### src/rtl/cfg_alert_pkg.sv
package cfg_alert_pkg;
  localparam int CFG_W      = 16;
  localparam int NUM_PAIRS  = 2;
  localparam int NUM_RANGE  = 4;

  // bit positions decoded by neighbours
  localparam int B_POL      = 0;
  localparam int B_FN_LO    = 1;
  localparam int B_FILT_N   = 3;
  localparam int B_RANGE_LO = 4;
  localparam int B_DIFF_LO  = 8;
  localparam int B_PSEU_LO  = 10;
  localparam int B_AUTO     = 12;
  localparam int B_TRIAL_N  = 13;
  localparam int B_SAMP_N   = 14;
  localparam int B_RSVD     = 15;

  typedef enum logic [1:0] {
    PIN_NONE  = 2'b00,
    PIN_BUSY  = 2'b01,
    PIN_ALERT = 2'b10,
    PIN_CLEAR = 2'b11
  } pin_fn_e;

  typedef enum logic [1:0] {
    PAIR_SINGLE = 2'b00,
    PAIR_DIFF   = 2'b01,
    PAIR_PSEUDO = 2'b10
  } pair_mode_e;
endpackage

### src/rtl/cfg_mode_reg.sv
module cfg_mode_reg
  import cfg_alert_pkg::*;
(
  input  logic             clk,
  input  logic             rst,
  input  logic             wr_en,
  input  logic [CFG_W-1:0] wr_data,
  output logic [CFG_W-1:0] cfg_q,
  output logic             clr_cmd
);
  logic [CFG_W-1:0] cfg_d;
  pin_fn_e          fn_in;

  assign fn_in   = pin_fn_e'(wr_data[B_FN_LO +: 2]);
  assign clr_cmd = wr_en && (fn_in == PIN_CLEAR);

  always_comb begin
    cfg_d         = wr_data;
    cfg_d[B_RSVD] = 1'b0;
    if (fn_in == PIN_CLEAR) cfg_d[B_FN_LO +: 2] = PIN_ALERT;
  end

  always_ff @(posedge clk) begin
    if (rst)        cfg_q <= '0;
    else if (wr_en) cfg_q <= cfg_d;
  end

  // plain write lands one cycle later with bit 15 dropped
  a_r2_write_lands: assert property (@(posedge clk) disable iff (rst)
    (wr_en && wr_data[B_FN_LO +: 2] != 2'b11) |=>
      (cfg_q == {1'b0, $past(wr_data[CFG_W-2:0])}));

  // clear code reads back as alert mode
  a_r4_clear_readback: assert property (@(posedge clk) disable iff (rst)
    clr_cmd |=> (cfg_q[B_FN_LO +: 2] == 2'b10));
endmodule

### src/rtl/cfg_field_decode.sv
module cfg_field_decode
  import cfg_alert_pkg::*;
(
  input  logic [CFG_W-1:0]       cfg,
  output logic                   dly_samp_en,
  output logic                   dly_trial_en,
  output logic                   glitch_filt_en,
  output logic                   autocycle_en,
  output logic [NUM_RANGE-1:0]   range_x2,
  output logic [2*NUM_PAIRS-1:0] pair_mode
);
  assign dly_samp_en    = ~cfg[B_SAMP_N];
  assign dly_trial_en   = ~cfg[B_TRIAL_N];
  assign glitch_filt_en = ~cfg[B_FILT_N];
  assign autocycle_en   = cfg[B_AUTO];

  for (genvar r = 0; r < NUM_RANGE; r++) begin : g_range
    assign range_x2[r] = cfg[B_RANGE_LO + r];
  end

  for (genvar p = 0; p < NUM_PAIRS; p++) begin : g_pair
    pair_mode_e m;
    always_comb begin
      if (!cfg[B_DIFF_LO + p])     m = PAIR_SINGLE;
      else if (cfg[B_PSEU_LO + p]) m = PAIR_PSEUDO;
      else                         m = PAIR_DIFF;
    end
    assign pair_mode[2*p +: 2] = m;
  end
endmodule

### src/rtl/cfg_alert_status.sv
module cfg_alert_status #(
  parameter int NUM_ALERT = 8
) (
  input  logic                 clk,
  input  logic                 rst,
  input  logic                 clr,
  input  logic [NUM_ALERT-1:0] evt,
  output logic [NUM_ALERT-1:0] stat_q,
  output logic                 any_q
);
  always_ff @(posedge clk) begin
    if (rst || clr) stat_q <= '0;
    else            stat_q <= stat_q | evt;
  end

  assign any_q = |stat_q;

  // clear wins over any same-cycle event
  a_r5_clear_wins: assert property (@(posedge clk) disable iff (rst)
    clr |=> (stat_q == '0));

  // status is sticky and takes new events
  a_r6_sticky: assert property (@(posedge clk) disable iff (rst)
    !clr |=> ((stat_q & $past(stat_q | evt)) == $past(stat_q | evt)));
endmodule

### src/rtl/cfg_pin_drive.sv
module cfg_pin_drive
  import cfg_alert_pkg::*;
(
  input  logic       clk,
  input  logic       rst,
  input  logic [1:0] fn,
  input  logic       pol,
  input  logic       busy,
  input  logic       any_alert,
  input  logic       clr,
  input  logic       clr_pol,
  output logic       pin_q
);
  logic act;

  always_comb begin
    unique case (pin_fn_e'(fn))
      PIN_BUSY:  act = busy;
      PIN_ALERT: act = any_alert;
      default:   act = 1'b0;
    endcase
  end

  always_ff @(posedge clk) begin
    if (rst)      pin_q <= 1'b1;
    else if (clr) pin_q <= ~clr_pol;
    else          pin_q <= pol ? act : ~act;
  end

  // clear parks the pin at the inactive level of the new polarity
  a_r5_clear_pin: assert property (@(posedge clk) disable iff (rst)
    clr |=> (pin_q == !$past(clr_pol)));

  // busy mode tracks the busy input of the prior cycle
  a_r3_busy_follow: assert property (@(posedge clk) disable iff (rst)
    (!clr && fn == 2'b01) |=> (pin_q == ($past(busy) ~^ $past(pol))));
endmodule

### src/rtl/cfg_alert_ctl.sv
module cfg_alert_ctl
  import cfg_alert_pkg::*;
#(
  parameter int NUM_ALERT = 8
) (
  input  logic                   clk,
  input  logic                   rst,
  input  logic                   wr_en,
  input  logic [CFG_W-1:0]       wr_data,
  output logic [CFG_W-1:0]       rd_data,
  input  logic                   conv_busy,
  input  logic [NUM_ALERT-1:0]   alert_evt,
  output logic [NUM_ALERT-1:0]   alert_status,
  output logic                   alert_flag,
  output logic                   irq_pin,
  output logic                   dly_samp_en,
  output logic                   dly_trial_en,
  output logic                   glitch_filt_en,
  output logic                   autocycle_en,
  output logic [NUM_RANGE-1:0]   range_x2,
  output logic [2*NUM_PAIRS-1:0] pair_mode
);
  logic [CFG_W-1:0] cfg_q;
  logic             clr_cmd;

  cfg_mode_reg u_reg (
    .clk(clk), .rst(rst), .wr_en(wr_en), .wr_data(wr_data),
    .cfg_q(cfg_q), .clr_cmd(clr_cmd)
  );

  cfg_field_decode u_dec (
    .cfg(cfg_q), .dly_samp_en(dly_samp_en), .dly_trial_en(dly_trial_en),
    .glitch_filt_en(glitch_filt_en), .autocycle_en(autocycle_en),
    .range_x2(range_x2), .pair_mode(pair_mode)
  );

  cfg_alert_status #(.NUM_ALERT(NUM_ALERT)) u_stat (
    .clk(clk), .rst(rst), .clr(clr_cmd), .evt(alert_evt),
    .stat_q(alert_status), .any_q(alert_flag)
  );

  cfg_pin_drive u_pin (
    .clk(clk), .rst(rst), .fn(cfg_q[B_FN_LO +: 2]), .pol(cfg_q[B_POL]),
    .busy(conv_busy), .any_alert(alert_flag), .clr(clr_cmd),
    .clr_pol(wr_data[B_POL]), .pin_q(irq_pin)
  );

  assign rd_data = cfg_q;
endmodule

### config.mk
export PLATFORM = sky130hd
export DESIGN_NAME = cfg_alert_ctl
export DESIGN_NICKNAME = d
export VERILOG_FILES = /design/src/rtl/cfg_alert_pkg.sv /design/src/rtl/cfg_mode_reg.sv /design/src/rtl/cfg_field_decode.sv /design/src/rtl/cfg_alert_status.sv /design/src/rtl/cfg_pin_drive.sv /design/src/rtl/cfg_alert_ctl.sv
export SDC_FILE = /design/constraint.sdc
export NUM_CORES = 1
export LEC_CHECK = 0
export ABC_AREA = 0
export ABC_CLOCK_PERIOD_IN_PS = 2970
export BUFFER_PORTS_ARGS = -buffer_cell sky130_fd_sc_hd__buf_2
export CAP_MARGIN = 25
export CORE_UTILIZATION = 46
export CTS_BUF_LIST = sky130_fd_sc_hd__clkbuf_4
export DETAILED_ROUTE_END_ITERATION = 10
export GPL_ROUTABILITY_DRIVEN = 0
export PLACE_DENSITY = 0.87
export RECOVER_POWER = 100
export SYNTH_ARGS = -nofsm -noshare
export SYNTH_HDL_FRONTEND = slang
export SYNTH_SLANG_ARGS = --single-unit
### constraint.sdc
create_clock -name clk -period 2.97 [get_ports clk]
set_input_delay 0.297 -clock clk [delete_from_list [all_inputs] [get_ports clk]]
set_output_delay 0.297 -clock clk [all_outputs]
set_load 0.1 [all_outputs]
After elaboration in Yosys (flattened, before gate mapping)
Cells that the tools add are included.
- reductions and logical operators: 3
- eq/ne operators: 3
- mux-type cells: 8
- bitwise gates (word level): 6
- operators by type and width (operator ; count):
    $mux W2 ; 5
    $or A8 B8 Y8 ; 1
    $reduce_or A8 Y1 ; 1
    $not A1 Y1 ; 5
    $eq A2 B2 Y1 const B ; 2
    $eq A2 B1 Y1 const B ; 1
    $mux W1 ; 2
    $pmux W1 S2 ; 1
    $logic_and A1 B1 Y1 ; 1
    $logic_or A1 B1 Y1 ; 1
- output and inout port bits: 38
- bits of input ports: 28
- register bits: 24
- logic and storage cells: 23

Depth between registers and ports, before layout
- depth after elaboration: 5
- depth in mapped cells: 6
- mapped depth without buffers: 6

Hierarchy
A second synthesis with hierarchy kept.
- cell total of the unflattened synthesis: 95
- area total of the unflattened synthesis: 998.5 um^2
- modules (own cells, without submodules) (module ; sequential area each (um^2) ; cells each ; area an instance (um^2) ; instances):
    cfg_mode_reg ; 300.3 ; 52 ; 575.6 ; 1
    cfg_alert_status ; 160.2 ; 20 ; 247.7 ; 1
    cfg_pin_drive ; 20.0 ; 11 ; 93.8 ; 1
    cfg_field_decode ; 0.0 ; 12 ; 81.3 ; 1

Least setup slack after synthesis
Ideal clock, no wire load.
- path type: register to output
- start point: register u_reg.cfg_q[8]
- end point: output port pair_mode[0]
- slack: 0.272 ns
- stages on the path, launching flop included: 2
- data arrival time: 2.401 ns
- cells stage by stage: dfxtp_1 nor2b_1
- longest elaborated chain between the ends: 1
- ends and longest elaborated chain (element ; RTL line ; text):
    start: declaration ; cfg_mode_reg.sv:8 ; output logic [CFG_W-1:0] cfg_q,
    start signal: assignment ; cfg_mode_reg.sv:25 ; else if (wr_en) cfg_q <= cfg_d;
    $mux W2 ; cfg_field_decode.sv:24 ; if (!cfg[B_DIFF_LO + p]) m = PAIR_SINGLE;
    end: declaration ; cfg_alert_ctl.sv:21 ; output logic [2*NUM_PAIRS-1:0] pair_mode
No other way between the ends.

Final worst setup path
- start point: register u_stat.stat_q[4]
- end point: output port alert_flag
- longest elaborated chain between the ends: 1
- ends and longest elaborated chain (element ; RTL line ; text):
    start: declaration ; cfg_alert_status.sv:8 ; output logic [NUM_ALERT-1:0] stat_q,
    start signal: assignment ; cfg_alert_status.sv:13 ; else stat_q <= stat_q | evt;
    $reduce_or A8 Y1 ; cfg_alert_status.sv:16 ; assign any_q = |stat_q;
    end: declaration ; cfg_alert_ctl.sv:14 ; output logic alert_flag,
No other way between the ends.

==> summary.md <==
| Metric | Value |
|---|---|
| Gate family responsible for the most delay along the worst path | buffers and inverters |
| Tmin final | 2.04 ns |
| Measured slew at the worst slew-check pin | 1.18 ns |
| Aggregate routed wire length | 2110 um |
| DIE WIDTH | 48.3 um |
| Most common cell in the netlist | sky130_fd_sc_hd__dfxtp_1 |
| Bufs and invs on worst path | 1 |
| Avg Synthesized Cell Area | 9.97 um^2 |
| All-Layer GR Usage | 19.3% |
| Achievable clock frequency | 490 MHz |
| PwrDens | 660 mW/mm^2 |
| Clock sink total | 24 |
| CP Capture Point | alert_flag |
| Core Footprint | 0.00198 mm^2 |
| Area occupied by registers | 480 um^2 |
| Maximum clock skew at final layout | 0.00612 ns |
| RSZ-0062 raised after global routing | false |
| Number of cells on the critical path | 3 |
| Cells along the critical path | nor4_1 > nand2_1 > clkbuf_1 |
| Worst Setup SP | u_stat.stat_q[4] |
| Slew headroom | 21.4% |
| Worst setup SP type | register |
| Via count | 862 |
| Max-slew violation total from the final report | 0 |
| Net count of the finished layout | 186 |
| Clock Tree Buf Depth | 2 |
| Largest fanout on the critical path | 3 |
| Arrival @ worst endpoint | 1.74 ns |
| Placed wire-length estimate | 1660 um |
| Area delta synth->final | 24.2% |
| Final instance area | 0.00123 mm^2 |
| Required time of the critical path | 2.67 ns |
| Beginning of the worst hold path | alert_evt[1] |
| Crit path kind | register to output pin |
| Startpoint of the most critical register-to-register path | u_reg.cfg_q[1] |
| Depth of the CTS H-tree | 1 |
| Die Footprint | 0.00234 mm^2 |
| Gr ovfl total | 0 |
| Number of flops mapped to enable cells by yosys | 0 |
| Setup crit end kind | output pin |
| Final worst path period share | 68.7% |
| Gate count after technology mapping | 99 |
| Clock latency of the later-clocked register in the worst-skew pair | 0.31 ns |
| Detail-routed net length per standard cell | 11.6 um |
| Number of routed nets with antenna violations | 0 |
| Area occupied by multi-input gates | 395 um^2 |
| CTS tree | done |
| Share of synthesized registers carrying an async set or reset | 0% |
| Final hold viol count | 0 |
| Number of iterations in the first detailed-routing pass | 4 |
| CTS Hold Bufs | 0 |
| Predominant post-synthesis flop cell | sky130_fd_sc_hd__dfxtp_1 |
| Largest net degree at the start of global routing | 19 |
| Number of instances resized during post-cts repair | 0 |
| Number of top-level design ports | 66 |
| Number of violations reported at the end of detailed-routing iteration 0 | 2 |
| CP peak stage delay | 0.89 ns |
| Slowest cell on crit path | sky130_fd_sc_hd__clkbuf_1 |
| CTS clock-pin slew for the worst setup and hold paths | 0.12 ns |
| IO Port Bufs | 63 |
| Synth Net Count | 129 |
| Via count normalized by instance count | 4.74 |
| Via count of the first global-routing pass | 871 |
| Most frequent cells after synthesis | 24 x sky130_fd_sc_hd__dfxtp_1, 13 x sky130_fd_sc_hd__mux2i_1, 13 x sky130_fd_sc_hd__nor2_1, 8 x sky130_fd_sc_hd__buf_4, 8 x sky130_fd_sc_hd__o21a_1 |
| Total of endpoints with negative setup slack in the final report | 0 |
| Site Rows | 16 |
| Max IR drop VDD | 0.000376 V |
| Num CTS Buffers | 3 |
| Number of remaining DRC errors | 0 |
| Reg2Reg Capture Point | u_pin.pin_q |
| Filler cells | 207 |
| Seq/Total Area, Yosys | 48.7% |
| Initial core utilization | 49.8% |
| Number of antenna violations at the first check in global routing | 0 |
| Count of different cell masters after synthesis | 24 |
| Number of warnings issued by yosys | 0 |
| Reg2reg path depth | 6 |
| Area leader, netlist | sky130_fd_sc_hd__dfxtp_1 |
| Status | finished clean |
| Total standard cell area after synthesis | 987 um^2 |
| Leakage Power | 0.548 nW |
| First-pass GRT wire length | 3560 um |
| Flop-to-flop setup slack | 1.62 ns |
| Fraction of layout cells with a size suffix above 1 | 18.1% |
| Cell Area, Placed | 0.00126 mm^2 |
| #FFs+latches synth | 24 |
| Area share of the leading cell type in the synthesized netlist | 48.7% |
| Total setup buffers inserted after CTS | 0 |
| Cells taking the most area after synthesis | sky130_fd_sc_hd__dfxtp_1 49%, sky130_fd_sc_hd__mux2i_1 13%, sky130_fd_sc_hd__buf_4 6.1% |
| Max capacitance violation total | 0 |
| Type of the worst min-delay path | input pin to register |
| Vertical die dimension | 48.3 um |
| Antenna Cells | 0 |
| Clock root cell | sky130_fd_sc_hd__clkbuf_4 |
| Final total negative setup slack | 0 ns |
[cells by family (layout without fill, tap and decap cells)]
group                    Yosys count  in the layout  share of synthesized area, %
AND/OR/NAND/NOR                   27             27                          12.9
flip-flops                        24             24                          48.7
buffers and inverters             17             73                          9.76
AO/OA/AOI/OAI                     15             15                          12.5
multiplexers                      13             13                          13.2
adder cells (fa/ha/maj)            2              2                          2.53
other                              1              1                         0.380
[worst min path at each step]
stage / slack (ns) / endpoint / cells past startpoint
2_1_floorplan: 0.42 / u_stat.stat_q[0] / 1
3_3_place_gp: 0.46 / u_stat.stat_q[5] / 1
3_5_place_dp: 0.46 / u_stat.stat_q[7] / 1
4_1_cts: 0.18 / u_stat.stat_q[1] / 2
5_1_grt: 0.16 / u_stat.stat_q[1] / 2
6_report: 0.19 / u_stat.stat_q[1] / 2
[state kept, by name, summed over array words and instances (netlist names)]
register and flops:
u_reg.cfg_q 15, u_stat.stat_q 8, u_pin.pin_q 1
[cells in the final DEF, fill, tap and decap left out]
master,count
sky130_fd_sc_hd__nor2_1,13
sky130_fd_sc_hd__buf_2,25
sky130_fd_sc_hd__clkbuf_1,38
sky130_fd_sc_hd__a31oi_1,1
sky130_fd_sc_hd__a221o_1,1
sky130_fd_sc_hd__mux2i_1,13
sky130_fd_sc_hd__dfxtp_1,24
sky130_fd_sc_hd__nand2_1,4
sky130_fd_sc_hd__conb_1,1
sky130_fd_sc_hd__nand2b_1,1
sky130_fd_sc_hd__o211ai_1,1
sky130_fd_sc_hd__o22ai_1,1
sky130_fd_sc_hd__o21a_1,8
sky130_fd_sc_hd__clkinv_1,1
sky130_fd_sc_hd__a41oi_1,1
sky130_fd_sc_hd__nand4b_1,1
sky130_fd_sc_hd__nor4_1,2
sky130_fd_sc_hd__and2_1,2
sky130_fd_sc_hd__a21oi_1,2
sky130_fd_sc_hd__nor2b_1,3
sky130_fd_sc_hd__clkbuf_4,3
sky130_fd_sc_hd__inv_1,6
sky130_fd_sc_hd__nor3_1,1
sky130_fd_sc_hd__ha_1,2
[per-layer routing]
metal | GRT usage, % | wire length (um) | vias to the layer above
met3 | 5.03 | 154 | 2
met2 | 36.2 | 1110 | 43
li1 | - | - | 435
met1 | 19.2 | 826 | 382
met4 | 10.3 | 17 | 0
met5 | 0 | 0 | -
[through the flow]
step                      util (%)  total power [mW]  hold WS [ns]  setup slack [ns]  std cells
final                         61.9             0.809         0.194             0.928        182
after global routing          61.9             0.849         0.159             0.825        182
after global placement        63.7             0.681         0.455              1.58        178
after CTS                     65.0             0.826         0.183              1.24        182
after floorplan                  -             0.640         0.421             0.272         99
after detailed placement      63.7             0.688         0.464              1.53        178
[power by group]
part           internal (mW)  switching, mW  leakage (nW)
registers              0.343         0.0158         0.199
logic                 0.0462          0.265         0.334
clock network         0.0490         0.0901        0.0154
[layout make-up]
cell class / instances / area share, %
clock buffer: 3 / 1.84
clock inverter: 1 / 0.306
inverter: 6 / 1.84
multi-input combinational: 58 / 32.2
sequential: 24 / 39.2
tap: 27 / 2.76
timing repair buffer: 63 / 21.8
Power figures use the tool's default switching activity.
